==> src/rtl/cqw_pkg.sv <==
package cqw_pkg;
   typedef enum logic [1:0] {
      MODE_EXPRESS = 2'd0,
      MODE_NORMAL  = 2'd1,
      MODE_PROBE   = 2'd2,
      MODE_PROBE_B = 2'd3
   } cqw_mode_e;

   typedef enum logic [1:0] {
      SZ_BYTE = 2'd0,
      SZ_HALF = 2'd1,
      SZ_WORD = 2'd2
   } cqw_size_e;

   typedef enum logic [3:0] {
      ST_IDLE,
      ST_RD_LP,
      ST_RD_ULP,
      ST_WR_CNT,
      ST_WR_SUB,
      ST_WR_OPC,
      ST_WR_ADR,
      ST_WR_APP,
      ST_WR_LP,
      ST_FIN
   } cqw_state_e;

   localparam int unsigned HDR_BYTES  = 8;
   localparam int unsigned PAIR_BYTES = 4;
endpackage

==> src/rtl/cqw_ring_math.sv <==
module cqw_ring_math #(
   parameter int unsigned PTR_W     = 16,
   parameter int unsigned ESZ_W     = 8,
   parameter int unsigned DEPTH_W   = 8,
   parameter bit          EXACT_MOD = 1'b0
) (
   input  logic [PTR_W-1:0]   lp,
   input  logic [PTR_W-1:0]   ulp,
   input  logic [ESZ_W-1:0]   esize,
   input  logic [DEPTH_W-1:0] depth,
   output logic [PTR_W-1:0]   next_lp,
   output logic               has_room
);
   localparam int unsigned RING_W = ESZ_W + DEPTH_W;
   localparam int unsigned CW     = ((PTR_W + 1 > RING_W) ? PTR_W + 1 : RING_W) + 1;

   logic [CW-1:0] ring_c;
   logic [CW-1:0] sum_c;
   logic [CW-1:0] wrap_c;

   assign ring_c = CW'(esize) * CW'(depth);
   assign sum_c  = CW'(lp) + CW'(esize);

   generate
      if (EXACT_MOD) begin : g_exact
         assign wrap_c = (depth == '0) ? sum_c : (sum_c % ring_c);
      end else begin : g_subtract
         assign wrap_c = (sum_c >= ring_c) ? (sum_c - ring_c) : sum_c;
      end
   endgenerate

   assign next_lp  = PTR_W'(wrap_c);
   assign has_room = (depth != '0) && (next_lp != ulp);

   always_comb begin
      if ((depth != '0) && (CW'(lp) < ring_c))
         assert_wrap_in_ring_R6: assert (wrap_c < ring_c);
   end
endmodule

==> src/rtl/cqw_seq_bit.sv <==
module cqw_seq_bit (
   input  logic clk,
   input  logic rst_n,
   input  logic clr,
   input  logic tgl,
   output logic q
);
   always_ff @(posedge clk) begin
      if (!rst_n)   q <= 1'b0;
      else if (clr) q <= 1'b0;
      else if (tgl) q <= ~q;
   end

   assert_seq_clear_R4: assert property (@(posedge clk) disable iff (!rst_n)
      clr |=> !q);

   assert_seq_flip_R3: assert property (@(posedge clk) disable iff (!rst_n)
      (tgl && !clr) |=> (q != $past(q)));
endmodule

==> src/rtl/cqw_engine.sv <==
module cqw_engine
   import cqw_pkg::*;
#(
   parameter int unsigned AW        = 16,
   parameter int unsigned PTR_W     = 16,
   parameter int unsigned ESZ_W     = 8,
   parameter int unsigned DEPTH_W   = 8,
   parameter int unsigned APP_MAX   = 8,
   parameter bit          EXACT_MOD = 1'b0
) (
   input  logic                 clk,
   input  logic                 rst_n,
   input  logic                 start,
   input  logic [1:0]           mode,
   input  logic                 cmd_stat,
   input  logic [AW-1:0]        base,
   input  logic [DEPTH_W-1:0]   depth,
   input  logic [ESZ_W-1:0]     esize,
   input  logic [15:0]          ent_bcount,
   input  logic [7:0]           ent_subdev,
   input  logic [7:0]           ent_opcode,
   input  logic [31:0]          ent_addr,
   input  logic [APP_MAX*8-1:0] ent_app,
   input  logic                 seq_q,
   output logic                 seq_tgl,
   output logic                 busy,
   output logic                 done,
   output logic                 space_ok,
   output logic                 mem_req,
   output logic                 mem_we,
   output logic [1:0]           mem_size,
   output logic [AW-1:0]        mem_addr,
   output logic [31:0]          mem_wdata,
   input  logic                 mem_ack,
   input  logic [31:0]          mem_rdata
);
   localparam int unsigned APP_W = APP_MAX * 8;
   localparam int unsigned IDX_W = (APP_MAX > 1) ? $clog2(APP_MAX) : 1;

   generate
      if (AW < PTR_W) begin : g_bad_aw
         $error("address width must cover the pointer width");
      end
      if (PTR_W > 32) begin : g_bad_ptr
         $error("pointer must fit in one data word");
      end
      if (APP_MAX < 1) begin : g_bad_app
         $error("at least one application byte slot is needed");
      end
      if ((1 << ESZ_W) <= (HDR_BYTES + APP_MAX)) begin : g_bad_esz
         $error("record size field too narrow");
      end
   endgenerate

   cqw_state_e           st;
   cqw_state_e           after_body;
   cqw_mode_e            mode_q;
   cqw_size_e            size_c;
   logic                 cmd_q;
   logic [AW-1:0]        base_q;
   logic [DEPTH_W-1:0]   depth_q;
   logic [ESZ_W-1:0]     esize_q;
   logic [15:0]          bc_q;
   logic [7:0]           sd_q;
   logic [7:0]           op_q;
   logic [31:0]          ad_q;
   logic [APP_W-1:0]     app_q;
   logic [PTR_W-1:0]     lp_q;
   logic [AW-1:0]        ent_base_q;
   logic [IDX_W-1:0]     app_idx;
   logic [PTR_W-1:0]     next_lp;
   logic                 room;
   logic                 has_app;
   logic                 last_app;
   logic [7:0]           sub_final;
   logic [AW-1:0]        ptr_addr;

   cqw_ring_math #(
      .PTR_W     (PTR_W),
      .ESZ_W     (ESZ_W),
      .DEPTH_W   (DEPTH_W),
      .EXACT_MOD (EXACT_MOD)
   ) u_ring (
      .lp       (lp_q),
      .ulp      (mem_rdata[PTR_W-1:0]),
      .esize    (esize_q),
      .depth    (depth_q),
      .next_lp  (next_lp),
      .has_room (room)
   );

   assign has_app   = esize_q > ESZ_W'(HDR_BYTES);
   assign last_app  = (ESZ_W'(app_idx) + ESZ_W'(HDR_BYTES + 1)) == esize_q;
   assign after_body = ((mode_q == MODE_NORMAL) && (depth_q != '0)) ? ST_WR_LP : ST_FIN;
   assign sub_final = (mode_q == MODE_EXPRESS) ? (sd_q | {1'b0, seq_q, 6'b0})
                                               : (sd_q | {cmd_q, 7'b0});
   assign ptr_addr  = base_q + AW'(esize_q);
   assign seq_tgl   = (st == ST_IDLE) && start && (cqw_mode_e'(mode) == MODE_EXPRESS);

   always_ff @(posedge clk) begin
      if (!rst_n) begin
         st         <= ST_IDLE;
         mode_q     <= MODE_EXPRESS;
         cmd_q      <= 1'b0;
         base_q     <= '0;
         depth_q    <= '0;
         esize_q    <= '0;
         bc_q       <= '0;
         sd_q       <= '0;
         op_q       <= '0;
         ad_q       <= '0;
         app_q      <= '0;
         lp_q       <= '0;
         ent_base_q <= '0;
         app_idx    <= '0;
         space_ok   <= 1'b0;
      end else begin
         unique case (st)
            ST_IDLE: begin
               if (start) begin
                  mode_q  <= cqw_mode_e'(mode);
                  cmd_q   <= cmd_stat;
                  base_q  <= base;
                  depth_q <= depth;
                  esize_q <= esize;
                  bc_q    <= ent_bcount;
                  sd_q    <= ent_subdev;
                  op_q    <= ent_opcode;
                  ad_q    <= ent_addr;
                  app_q   <= ent_app;
                  if (cqw_mode_e'(mode) == MODE_EXPRESS) begin
                     ent_base_q <= base;
                     st         <= ST_WR_CNT;
                  end else begin
                     st <= ST_RD_LP;
                  end
               end
            end
            ST_RD_LP: begin
               if (mem_ack) begin
                  lp_q       <= mem_rdata[PTR_W-1:0];
                  ent_base_q <= base_q + AW'(esize_q) + AW'(PAIR_BYTES)
                                + AW'(mem_rdata[PTR_W-1:0]);
                  st         <= (mode_q == MODE_NORMAL) ? ST_WR_CNT : ST_RD_ULP;
               end
            end
            ST_RD_ULP: begin
               if (mem_ack) begin
                  space_ok <= room;
                  st       <= ST_FIN;
               end
            end
            ST_WR_CNT: if (mem_ack) st <= ST_WR_SUB;
            ST_WR_SUB: if (mem_ack) st <= ST_WR_OPC;
            ST_WR_OPC: if (mem_ack) st <= ST_WR_ADR;
            ST_WR_ADR: begin
               if (mem_ack) begin
                  app_idx <= '0;
                  st      <= has_app ? ST_WR_APP : after_body;
               end
            end
            ST_WR_APP: begin
               if (mem_ack) begin
                  if (last_app) st <= after_body;
                  else          app_idx <= app_idx + 1'b1;
               end
            end
            ST_WR_LP: if (mem_ack) st <= ST_FIN;
            ST_FIN:   st <= ST_IDLE;
            default:  st <= ST_IDLE;
         endcase
      end
   end

   always_comb begin
      mem_addr  = '0;
      mem_wdata = '0;
      size_c    = SZ_BYTE;
      unique case (st)
         ST_RD_LP: begin
            mem_addr = ptr_addr;
            size_c   = SZ_HALF;
         end
         ST_RD_ULP: begin
            mem_addr = ptr_addr + AW'(2);
            size_c   = SZ_HALF;
         end
         ST_WR_CNT: begin
            mem_addr  = ent_base_q;
            mem_wdata = {16'b0, bc_q};
            size_c    = SZ_HALF;
         end
         ST_WR_SUB: begin
            mem_addr  = ent_base_q + AW'(2);
            mem_wdata = {24'b0, sub_final};
         end
         ST_WR_OPC: begin
            mem_addr  = ent_base_q + AW'(3);
            mem_wdata = {24'b0, op_q};
         end
         ST_WR_ADR: begin
            mem_addr  = ent_base_q + AW'(4);
            mem_wdata = ad_q;
            size_c    = SZ_WORD;
         end
         ST_WR_APP: begin
            mem_addr  = ent_base_q + AW'(HDR_BYTES) + AW'(app_idx);
            mem_wdata = {24'b0, app_q[{app_idx, 3'b000} +: 8]};
         end
         ST_WR_LP: begin
            mem_addr  = ptr_addr;
            mem_wdata = 32'(next_lp);
            size_c    = SZ_HALF;
         end
         default: ;
      endcase
   end

   assign mem_size = size_c;
   assign mem_req  = (st != ST_IDLE) && (st != ST_FIN);
   assign mem_we   = (st != ST_RD_LP) && (st != ST_RD_ULP);
   assign busy     = (st != ST_IDLE);
   assign done     = (st == ST_FIN);

   assert_req_held_R9: assert property (@(posedge clk) disable iff (!rst_n)
      (mem_req && !mem_ack) |=> (mem_req && $stable(mem_addr) && $stable(mem_we)
                                 && $stable(mem_size) && $stable(mem_wdata)));

   assert_done_single_R9: assert property (@(posedge clk) disable iff (!rst_n)
      done |=> !done);

   assert_idle_quiet_R10: assert property (@(posedge clk) disable iff (!rst_n)
      !busy |-> !mem_req);

   assert_express_no_read_R3: assert property (@(posedge clk) disable iff (!rst_n)
      (mem_req && (mode_q == MODE_EXPRESS)) |-> mem_we);

   assert_no_ptr_write_R7: assert property (@(posedge clk) disable iff (!rst_n)
      (mem_req && mem_we && (mode_q == MODE_NORMAL) && (mem_addr == ptr_addr))
      |-> (depth_q != '0));

   assert_esize_range_R2: assert property (@(posedge clk) disable iff (!rst_n)
      ((st == ST_IDLE) && start) |->
      ((esize >= ESZ_W'(HDR_BYTES)) && (esize <= ESZ_W'(HDR_BYTES + APP_MAX))));
endmodule

==> src/rtl/cqw_writer.sv <==
module cqw_writer #(
   parameter int unsigned AW        = 16,
   parameter int unsigned PTR_W     = 16,
   parameter int unsigned ESZ_W     = 8,
   parameter int unsigned DEPTH_W   = 8,
   parameter int unsigned APP_MAX   = 8,
   parameter bit          EXACT_MOD = 1'b0
) (
   input  logic                 clk,
   input  logic                 rst_n,
   input  logic                 start,
   input  logic [1:0]           mode,
   input  logic                 cmd_stat,
   input  logic                 seq_clr,
   input  logic [AW-1:0]        base,
   input  logic [DEPTH_W-1:0]   depth,
   input  logic [ESZ_W-1:0]     esize,
   input  logic [15:0]          ent_bcount,
   input  logic [7:0]           ent_subdev,
   input  logic [7:0]           ent_opcode,
   input  logic [31:0]          ent_addr,
   input  logic [APP_MAX*8-1:0] ent_app,
   output logic                 busy,
   output logic                 done,
   output logic                 space_ok,
   output logic                 mem_req,
   output logic                 mem_we,
   output logic [1:0]           mem_size,
   output logic [AW-1:0]        mem_addr,
   output logic [31:0]          mem_wdata,
   input  logic                 mem_ack,
   input  logic [31:0]          mem_rdata
);
   logic seq_q;
   logic seq_tgl;

   cqw_seq_bit u_seq (
      .clk   (clk),
      .rst_n (rst_n),
      .clr   (seq_clr),
      .tgl   (seq_tgl),
      .q     (seq_q)
   );

   cqw_engine #(
      .AW        (AW),
      .PTR_W     (PTR_W),
      .ESZ_W     (ESZ_W),
      .DEPTH_W   (DEPTH_W),
      .APP_MAX   (APP_MAX),
      .EXACT_MOD (EXACT_MOD)
   ) u_eng (
      .clk        (clk),
      .rst_n      (rst_n),
      .start      (start),
      .mode       (mode),
      .cmd_stat   (cmd_stat),
      .base       (base),
      .depth      (depth),
      .esize      (esize),
      .ent_bcount (ent_bcount),
      .ent_subdev (ent_subdev),
      .ent_opcode (ent_opcode),
      .ent_addr   (ent_addr),
      .ent_app    (ent_app),
      .seq_q      (seq_q),
      .seq_tgl    (seq_tgl),
      .busy       (busy),
      .done       (done),
      .space_ok   (space_ok),
      .mem_req    (mem_req),
      .mem_we     (mem_we),
      .mem_size   (mem_size),
      .mem_addr   (mem_addr),
      .mem_wdata  (mem_wdata),
      .mem_ack    (mem_ack),
      .mem_rdata  (mem_rdata)
   );
endmodule

==> config.mk <==
export PLATFORM = sky130hd
export DESIGN_NAME = cqw_writer
export DESIGN_NICKNAME = d
export VERILOG_FILES = /design/src/rtl/cqw_pkg.sv /design/src/rtl/cqw_ring_math.sv /design/src/rtl/cqw_seq_bit.sv /design/src/rtl/cqw_engine.sv /design/src/rtl/cqw_writer.sv
export SDC_FILE = /design/constraint.sdc
export NUM_CORES = 1
export LEC_CHECK = 0
export CORE_ASPECT_RATIO = 0.8
export CORE_MARGIN = 1.5
export CORE_UTILIZATION = 60
export DETAILED_ROUTE_END_ITERATION = 10
export PLACE_DENSITY = 0.88
export SLEW_MARGIN = 20
export SYNTH_ARGS = -nofsm -noshare
export SYNTH_HDL_FRONTEND = slang
export SYNTH_SLANG_ARGS = --single-unit
==> constraint.sdc <==
create_clock -name clk -period 20.9 [get_ports clk]
set_clock_uncertainty 0.2 [all_clocks]
set_input_delay 3.135 -clock clk [delete_from_list [all_inputs] [get_ports clk]]
set_output_delay 3.135 -clock clk [all_outputs]
set_load 0.03 [all_outputs]
# After elaboration in Yosys (flattened, before gate mapping)
# Cells that the tools add are included.
word_totals:
  input_bits: 200
  out_inout_bits: 55
  word_cells: 113
  register_bits: 204
classes:
  shifts: 1
  bitwise: 4
  addsub: 13
  n_mul: 1
  n_lt_le_gt_ge: 2
  n_mux: 27
  reduce_logical: 23
  n_eq_ne: 26
op_table:
  columns: ["cell", "count"]
  rows:
  - ["case mux 32 bit (6 select lines)", 1]
  - ["case mux 16 bit (7 select lines)", 1]
  - ["2-to-1 mux 16 bit", 4]
  - ["variable part select 64 x 7 -> 8 bit", 1]
  - ["adder 16 x 2 -> 16 bit, second input constant", 3]
  - ["2-to-1 mux 4 bit", 10]
  - ["adder 16 x 3 -> 16 bit, second input constant", 2]
  - ["case mux 16 bit (2 select lines)", 1]
  - ["case mux 4 bit (8 select lines)", 1]
  - ["inequality test 2 bit, second input constant", 9]
  - ["adder 16 x 8 -> 17 bit", 1]
  - ["greater-or-equal comparator 17 x 16 -> 1 bit", 1]
  - ["adder 16 bit", 1]
  - ["adder 16 x 3 -> 16 bit", 1]
  - ["adder 16 x 4 -> 16 bit, second input constant", 1]
  - ["adder 16 x 8 -> 16 bit", 1]
  - ["== test 4 x 3 -> 1 bit, second input constant", 4]
  - ["multiplier 8 x 8 -> 16 bit", 1]
  - ["inequality test 16 bit", 1]
  - ["subtractor 16 bit", 1]
  - ["2-to-1 mux 3 bit", 3]
  - ["AND reduction 9 bit", 1]
  - ["== test 4 x 2 -> 1 bit, second input constant", 2]
  - ["== test 4 bit, second input constant", 2]
  - ["28 further kinds", 43]

# Depth between registers and ports, before layout
# Gate-level depths: netlist (run 1).
logic_depth:
  depth_word: 6
  mapped_depth: 34

# Hierarchy
# From an unflattened synthesis (run 1), not the netlist that was laid out.
hier_totals:
  hier_cells: 2018
  area_unflattened_um2: 15994.1
modules_own_cells:
  columns: ["mod", "seq_area_each_um2", "instances", "area_each_um2", "cells_per_inst"]
  rows:
  - ["cqw_engine", 4063.9, 1, 11881.4, 1509]
  - ["cqw_ring_math", 0.0, 1, 4071.4, 506]
  - ["cqw_seq_bit", 20.0, 1, 41.3, 3]

# Worst setup path after synthesis (run 1)
# OpenSTA, ideal clock, no wires.
synth_path:
  path_type: "register to output"
  start: "register u_eng.esize_q[1]"
  end: "output port mem_wdata[11]"
  n_path_buf: 3
  path_stages_with_launch: 29
  setup_slack_ps: 10773
  arrival_ps: 6792
  cell_sequence: "dfxtp_1 -> clkbuf_1 -> and2_1 -> fa_1 -> fa_1 -> inv_1 -> fa_1 -> fa_1 -> inv_1 -> ha_1 -> inv_1 -> nor2_1 -> nor2_1 -> o21bai_1 -> a21oi_1 -> o21bai_1 -> a21oi_1 -> o21ai_0 -> o41a_1 -> xnor2_1 -> ha_1 -> and3_1 -> a31oi_4 -> nand2_2 -> or2_1 -> buf_6 -> dlygate4sd1_1 -> mux2i_1 -> o21ai_0"
synth_between:
  elab_chain_cells: 4
  word_cells_on_any_way: 6
  cone_classes: "add/sub (2); mul (1); order compare (1); mux (2)"
synth_rtl:
  columns: ["element", "line", "text"]
  rows:
  - ["start, declared", "cqw_engine.sv:62", "logic [ESZ_W-1:0] esize_q;"]
  - ["start signal, assigned", "cqw_engine.sv:125", "esize_q <= esize;"]
  - ["multiplier 8 x 8 -> 16 bit or adder 16 x 8 -> 17 bit (tied branches)", "cqw_ring_math.sv:21, cqw_ring_math.sv:22", null]
  - ["subtractor 16 bit or greater-or-equal comparator 17 x 16 -> 1 bit (tied branches)", "cqw_ring_math.sv:28", "assign wrap_c = (sum_c >= ring_c) ? (sum_c - ring_c) : sum_c;"]
  - ["2-to-1 mux 16 bit *", "cqw_ring_math.sv:28", null]
  - ["case mux 32 bit (6 select lines) *", "cqw_engine.sv:179", "unique case (st)"]
  - ["end, declared", "cqw_writer.sv:30", "output logic [31:0] mem_wdata,"]
# Mark *: on every way between the ends. The rest lies on a longest branch, timed or not.

# Worst setup path after layout (run 1)
layout_path:
  start: "register u_eng.esize_q[2]"
  end: "output port mem_wdata[6]"
# Same word-level chain as after synthesis.

==> results_dict.tcl, run 1 <==
set metrics [dict create \
    grtUsageTotal_pct 37.2 \
    switching_share_pct 47.1 \
    period_share_pct 57.8 \
    dieHeight_um 148 \
    intPower_uw 1130 \
    seqPwrFrac_pct 26.5 \
    critPathMaxStageDelay_ns 0.77 \
    min_to "u_eng.cmd_q" \
    cp_max_fo 19 \
    gp_congestion 1.00 \
    first_global_vias 15108 \
    io_pins 255 \
    cp_data_arrival_time_ns 8.74 \
    drtIter0Drc 1767 \
    synthTopCellsByArea "dfxtp_1 (26%), nand2_1 (11%), a21boi_0 (8.8%)" \
    hold_start "u_eng.cmd_q" \
    numCtsBuffers 22 \
    cts.path.max_buffers 3 \
    max_slew.worst_pin.slew_ns 1.08 \
    drv_cap 0 \
    comb_power_share_pct 54.5 \
    fin_area_um2 19000 \
    num-nets-final 2507 \
    postPlaceCellArea_um2 18300 \
    cts_max_level 1 \
    crit_top_cell "inv_1" \
    leakagePower_uw 0.00772 \
    grt_start_max_net_pins 112 \
    fmaxAchievable_ghz 0.0828 \
    viasPerCell 6.18 \
    yosysUniqueCellTypes 89 \
    root_buffer "clkbuf_16" \
    timing.rr.start "u_eng.esize_q[2]" \
    crit_type "reg -> out" \
    yosysWarnings 0 \
    muxShareOfSynthArea_pct 3.48 \
    p_per_area_nw_per_um2 112 \
    ys_async_sr_fraction_pct 0 \
    port_buffers 238 \
    setup_tns_ns 0 \
    area_growth_syn_to_layout_pct 20.4 \
    worst_hold_path.num_cells 2 \
    instances_no_fill 2531 \
    cts_tree "built" \
    place_inst 2488 \
    fill_cells 1944 \
    initial_core_util_pct 61.8 \
    regArea_um2 4080 \
    synth_top_cell_area_share_pct 25.8 \
    cts.repair.resized 0 \
    multi_input_area_um2 11000 \
    setup_viol 0 \
    layout_min_cycle_time_ns 12.08 \
    final_antenna_net_count 0 \
    max-slew-margin-rel_pct 28.3 \
    synth_area_um2 15800 \
    synth-compound-area-share_pct 24.5 \
    clk-insertion-delay-late_ns 0.53 \
    final_hold_viol_count 0 \
    syn_nets 2355 \
    ys_seq_area_share_pct 25.8 \
    finalWirelength_mm 50.9 \
    clk_pin_slew_worst_paths_ns 0.06 \
    crit_path_top_delay_cell "clkdlybuf4s50_1" \
    synth_cells 2009 \
    synth_xor_area_share_pct 5.63 \
    rows 52 \
    drtPass1Iterations 6 \
    fp.dieW_um 184 \
    drc 0 \
    status "finished clean" \
    power_switching_uw 1010 \
    synth_edf_count 0 \
    irDropWorstVdd_mv 0.0959 \
    ys.flop_type "dfxtp_1" \
    synth-simple-area-share_pct 22.1 \
    dp_hpwl_mm 38.2 \
    r2r_cells 29 \
    start_kind "flop" \
    synth_adder_area_share_pct 13.5 \
    total_power_uw 2130 \
    yosys_register_bits 204 \
    drv_slew 0 \
    cts_num_sinks 204 \
    antenna_found_initial 3 \
    core_area_um2 25600 \
    post_cts_buffers 0 \
    die_area_um2 27300 \
    grt_overflow 0 \
    end_kind "output port" \
    drive_gt1_share_pct 4.64 \
    grt_pass1_wl_mm 80.2 \
    rsz0062_at_grt "no" \
    whs_ns 0.262 \
    via_count 15641 \
    synth_top_family_by_area "compound AO/OA/AOI/OAI gates" \
    regToRegSetupSlack_ns 12.05 \
    wl_per_cell_um 20.1 \
    r2r_end "u_eng.space_ok" \
    avgSynthCellArea_um2 7.87 \
    required_ns 17.57 \
    synth.largest_area_cell "dfxtp_1" \
    p_clk_share_pct 19.0 \
    cts_hold_buf 0 \
    hp-class "reg -> reg" \
]
==> power groups by stage <==
stage / logic [uW] / registers (uW) / clock network, uW
floorplan: 831 / 513 / 0
global placement: 1100 / 562 / 0
detailed placement: 1120 / 566 / 0
CTS: 1130 / 559 / 406
global route: 1260 / 573 / 422
finish: 1160 / 565 / 406
==> critical path: cells and delay by family, from the launching register on <==
family	cells	cell delay, ns
buffers and inverters	5	1.02
multiplexers	1	0.31
flip-flops	1	0.76
AND/OR/NAND/NOR	6	1.49
adder cells (fa/ha/maj)	6	2.58
XOR/XNOR	1	0.15
AO/OA/AOI/OAI	8	1.91
==> cell type report <==
type / instances / area share [%]
antenna: 3 / 0.0395
clock buffer: 36 / 3.59
clock inverter: 4 / 0.388
inverter: 80 / 1.58
multi-input combinational: 1601 / 57.6
sequential: 204 / 21.5
tap: 351 / 2.31
timing repair buffer: 252 / 13.1
==> per-stage QoR <==
stage	setup WS, ns	util [%]
floorplan	10.77	-
detailed placement	9.56	71.4
global placement	9.75	71.4
global route	8.40	74.4
finish	8.82	74.4
CTS	8.94	74.4
==> sequential cells by signal, summed over array words and instances, names as in the netlist <==
signal and cells:
u_eng.lp_q 16, u_seq.q 1, u_eng.app_idx 3, u_eng.depth_q 8, u_eng.bc_q 16, u_eng.sd_q 8
u_eng.app_q 64, u_eng.esize_q 8, u_eng.st 4, u_eng.space_ok 1, u_eng.base_q 16, u_eng.ent_base_q 16
u_eng.ad_q 32, u_eng.op_q 8, u_eng.cmd_q 1, u_eng.mode_q 2
==> cell usage after synthesis (all sizes together), types with 10 or more instances <==
| cell | count |
|---|---|
| a211oi | 11 |
| a21boi | 189 |
| a21o | 16 |
| a21oi | 79 |
| a22oi | 25 |
| a31oi | 19 |
| and2 | 78 |
| and3 | 15 |
| buf | 12 |
| clkbuf | 111 |
| dfxtp | 204 |
| fa | 41 |
| ha | 105 |
| inv | 79 |
| mux2i | 11 |
| mux4 | 16 |
| nand2 | 474 |
| nand3 | 29 |
| nand4 | 15 |
| nor2 | 84 |
| nor3 | 27 |
| o2111ai | 15 |
| o211a | 10 |
| o211ai | 20 |
| o21ai | 76 |
| o221ai | 12 |
| xnor2 | 58 |
| xor2 | 41 |
==> cell usage in the layout (no fill, tap or decap), types with 25 or more instances in the layout <==
| master | Yosys | final |
|---|---|---|
| fa_1 | 41 | 41 |
| a21oi_1 | 75 | 75 |
| inv_1 | 79 | 79 |
| nor2_1 | 81 | 81 |
| dfxtp_1 | 204 | 204 |
| o21ai_0 | 66 | 66 |
| clkdlybuf4s50_1 | 0 | 237 |
| a21boi_0 | 186 | 186 |
| nand3_1 | 29 | 29 |
| a22oi_1 | 25 | 25 |
| and2_1 | 78 | 77 |
| xor2_1 | 41 | 41 |
| nand2_1 | 472 | 471 |
| xnor2_1 | 58 | 58 |
| ha_1 | 105 | 105 |
==> layer usage <==
metal	wire (um)	up-vias	GRT usage [%]
met5	0	-	0
met4	1920	0	13.6
met3	4980	124	6.88
met1	21500	7419	50.7
li1	-	7316	-
met2	22500	782	58.8
==> cell families after synthesis <==
family	count (synthesis)
AND/OR/NAND/NOR	780
AO/OA/AOI/OAI	541
buffers and inverters	204
flip-flops	204
adder cells (fa/ha/maj)	146
XOR/XNOR	100
multiplexers	34
==> how the worst max path moves through the flow <==
stage | start | cells after the start | endpoint
floorplan | u_eng.esize_q[1] | 28 | mem_wdata[11]
global placement | u_eng.esize_q[1] | 26 | mem_wdata[6]
finish | u_eng.esize_q[2] | 27 | mem_wdata[6]
detailed placement | u_eng.esize_q[1] | 26 | mem_wdata[6]
CTS | u_eng.esize_q[1] | 26 | mem_wdata[6]
global route | u_eng.esize_q[2] | 27 | mem_wdata[6]
Power figures use the tool's default switching activity.
==> inputs of run 2 (changes only) <==
--- a/config.mk
+++ b/config.mk
@@ -7,9 +7,9 @@
 export LEC_CHECK = 0
 export CORE_ASPECT_RATIO = 0.8
 export CORE_MARGIN = 1.5
-export CORE_UTILIZATION = 60
+export CORE_UTILIZATION = 55
 export DETAILED_ROUTE_END_ITERATION = 10
-export PLACE_DENSITY = 0.88
+export PLACE_DENSITY = 0.82
 export SLEW_MARGIN = 20
 export SYNTH_ARGS = -nofsm -noshare
 export SYNTH_HDL_FRONTEND = slang
==> constraint.sdc (replaced) <==
create_clock -name clk -period 12.6 [get_ports clk]
set_clock_uncertainty 0.2 [all_clocks]
set_input_delay 1.89 -clock clk [delete_from_list [all_inputs] [get_ports clk]]
set_output_delay 1.89 -clock clk [all_outputs]
set_load 0.03 [all_outputs]
==> run 2 against run 1 <==
Clock-buffer cell count is 6 lower. Global-route usage is 2.8 points lower. Routed wire length is 1.0% higher. Total power is 66% higher. Combinational power is 66% higher. Critical path type unchanged. Critical endpoint unchanged. Largest cell class unchanged.
==> results_dict.tcl, run 2 (same netlist as run 1, synthesis figures left out) <==
set metrics [dict create \
    min_to "u_eng.app_q[20]" \
    instances_no_fill 2547 \
    numCtsBuffers 22 \
    cts.repair.resized 0 \
    r2r_end "u_eng.space_ok" \
    clk-insertion-delay-late_ns 0.53 \
    path_buf_inv 4 \
    place_ws_ns 2.39 \
    hp-class "reg -> reg" \
    fin_util_pct 67.3 \
    area_growth_syn_to_layout_pct 20.5 \
    grtUsageMet3_pct 7.78 \
    drtIter0Drc 1498 \
    drv_cap 0 \
    drv_slew 0 \
    finalWirelength_mm 51.4 \
    cts_tree "built" \
    largest_registers "u_eng.app_q: 64 flops, u_eng.ad_q: 32 flops" \
    start_kind "flop" \
    largest_reg_flops 64 \
    cts_num_sinks 204 \
    first_global_vias 14871 \
    dp_hpwl_mm 38.5 \
    fmaxAchievable_ghz 0.0915 \
    max-slew-margin-rel_pct 32.2 \
    timing.rr.start "u_eng.esize_q[1]" \
    regMostFlops "u_eng.app_q" \
    grt_busiest_layer "met2" \
    post_cts_buffers 0 \
    irDropWorstVdd_mv 0.139 \
    clk_pin_slew_worst_paths_ns 0.07 \
    grtUsageTotal_pct 34.4 \
    hold_start "u_eng.app_q[20]" \
    final.setup.worst_slack_ns 1.67 \
    cts.path.max_buffers 3 \
    worst_hold_path.num_cells 2 \
    io_pins 255 \
    required_ns 10.51 \
    mostFrequentLayoutCell "nand2_1" \
    num-nets-final 2507 \
    mostFrequentLayoutCells "nand2_1 (471), clkdlybuf4s50_1 (237), dfxtp_1 (204)" \
    cts_max_level 1 \
    drc 0 \
    leakagePower_uw 0.00772 \
    setup_viol 0 \
    crit_path_top_delay_cell "clkdlybuf4s50_1" \
    grt_start_max_net_pins 114 \
    drive_gt1_share_pct 4.69 \
    rows 55 \
    r2r_cells 28 \
    via_count 15526 \
    p_per_area_nw_per_um2 186 \
    final_antenna_net_count 0 \
    viasPerCell 6.10 \
    cp_max_fo 19 \
    core_area_um2 28300 \
    max_slew.worst_pin.slew_ns 1.02 \
    crit_top_cell "fa_1" \
    antenna_found_initial 2 \
    drtPass1Iterations 6 \
    wl_per_cell_um 20.2 \
    critPathMaxStageDelay_ns 0.77 \
    dieHeight_um 155 \
    use_met2_pct 52.9 \
    rsz0062_at_grt "no" \
    port_buffers 238 \
    cp_top_family "adder cells" \
    place_inst 2507 \
    cp_data_arrival_time_ns 8.84 \
    gp_congestion 0.957 \
    layout_min_cycle_time_ns 10.93 \
    status "finished clean" \
    fp.dieW_um 193 \
    grt_pass1_wl_mm 80.6 \
    period_share_pct 86.7 \
    grt.met1_usage_pct 47.9 \
    root_buffer "clkbuf_16" \
    die_area_um2 29800 \
    initial_core_util_pct 55.9 \
    end_kind "output port" \
    setup_tns_ns 0 \
    final_hold_viol_count 0 \
    cts_hold_buf 0 \
    regToRegSetupSlack_ns 3.67 \
    crit_type "reg -> out" \
    grt_overflow 0 \
]
run 2: final cells by class:
| type | count | area (um^2) |
|---|---|---|
| clock buffers | 30 | 631 |
| repair buffers | 252 | 2480 |
| clock inverters | 9 | 131 |
| multi-input cells | 1601 | 11000 |
| inverters | 80 | 300 |
| well taps | 370 | 463 |
| flip-flops and latches | 204 | 4080 |
| diodes | 1 | 2.50 |
| fillers | 2364 | 9240 |
run 2: per-stage QoR:
stage | power (uW) | hold slack (ns) | cell area [um^2]
global route | 3760 | 0.283 | 19000
CTS | 3500 | 0.265 | 19000
finish | 3550 | 0.262 | 19000
detailed placement | 2820 | 0.256 | 18300
floorplan | 2230 | 0.239 | 15800
global placement | 2780 | 0.248 | 18300
run 2: how the worst max path moves through the flow:
stage	startpoint	end	slack [ns]	cells after the start
after global routing	u_eng.esize_q[1]	mem_wdata[6]	1.27	26
final	u_eng.esize_q[1]	mem_wdata[6]	1.67	26
after detailed placement	u_eng.esize_q[1]	mem_wdata[6]	2.39	26
after CTS	u_eng.esize_q[1]	mem_wdata[6]	1.78	26
after global placement	u_eng.esize_q[1]	mem_wdata[6]	2.48	26
after floorplan	u_eng.esize_q[1]	mem_wdata[11]	3.72	28
run 2: power breakdown:
group / internal, uW / switching [uW] / total [uW] / leakage [uW]
combinational: 703 / 1230 / 1930 / 0.00568
sequential: 774 / 162 / 936 / 0.00167
clock: 397 / 282 / 679 / 0.000375
total: 1870 / 1670 / 3550 / 0.00772
run 2: routing by layer:
| metal | up-vias | wire length [um] |
|---|---|---|
| li1 | 7322 | - |
| met1 | 7355 | 22300 |
| met2 | 737 | 22300 |
| met3 | 110 | 5220 |
| met4 | 2 | 1680 |
| met5 | - | 13 |
run 2: worst register-to-register path: cells and delay by family, from the launching register on:
family | cells | cell delay, ns
adders and majority gates | 6 | 2.70
muxes | 1 | 0.60
xor gates and xnor gates | 1 | 0.15
and+or+nand+nor | 8 | 2.67
buffers and inverters | 3 | 0.20
DFF | 1 | 0.59
AOI/OAI and AO/OA | 9 | 1.68
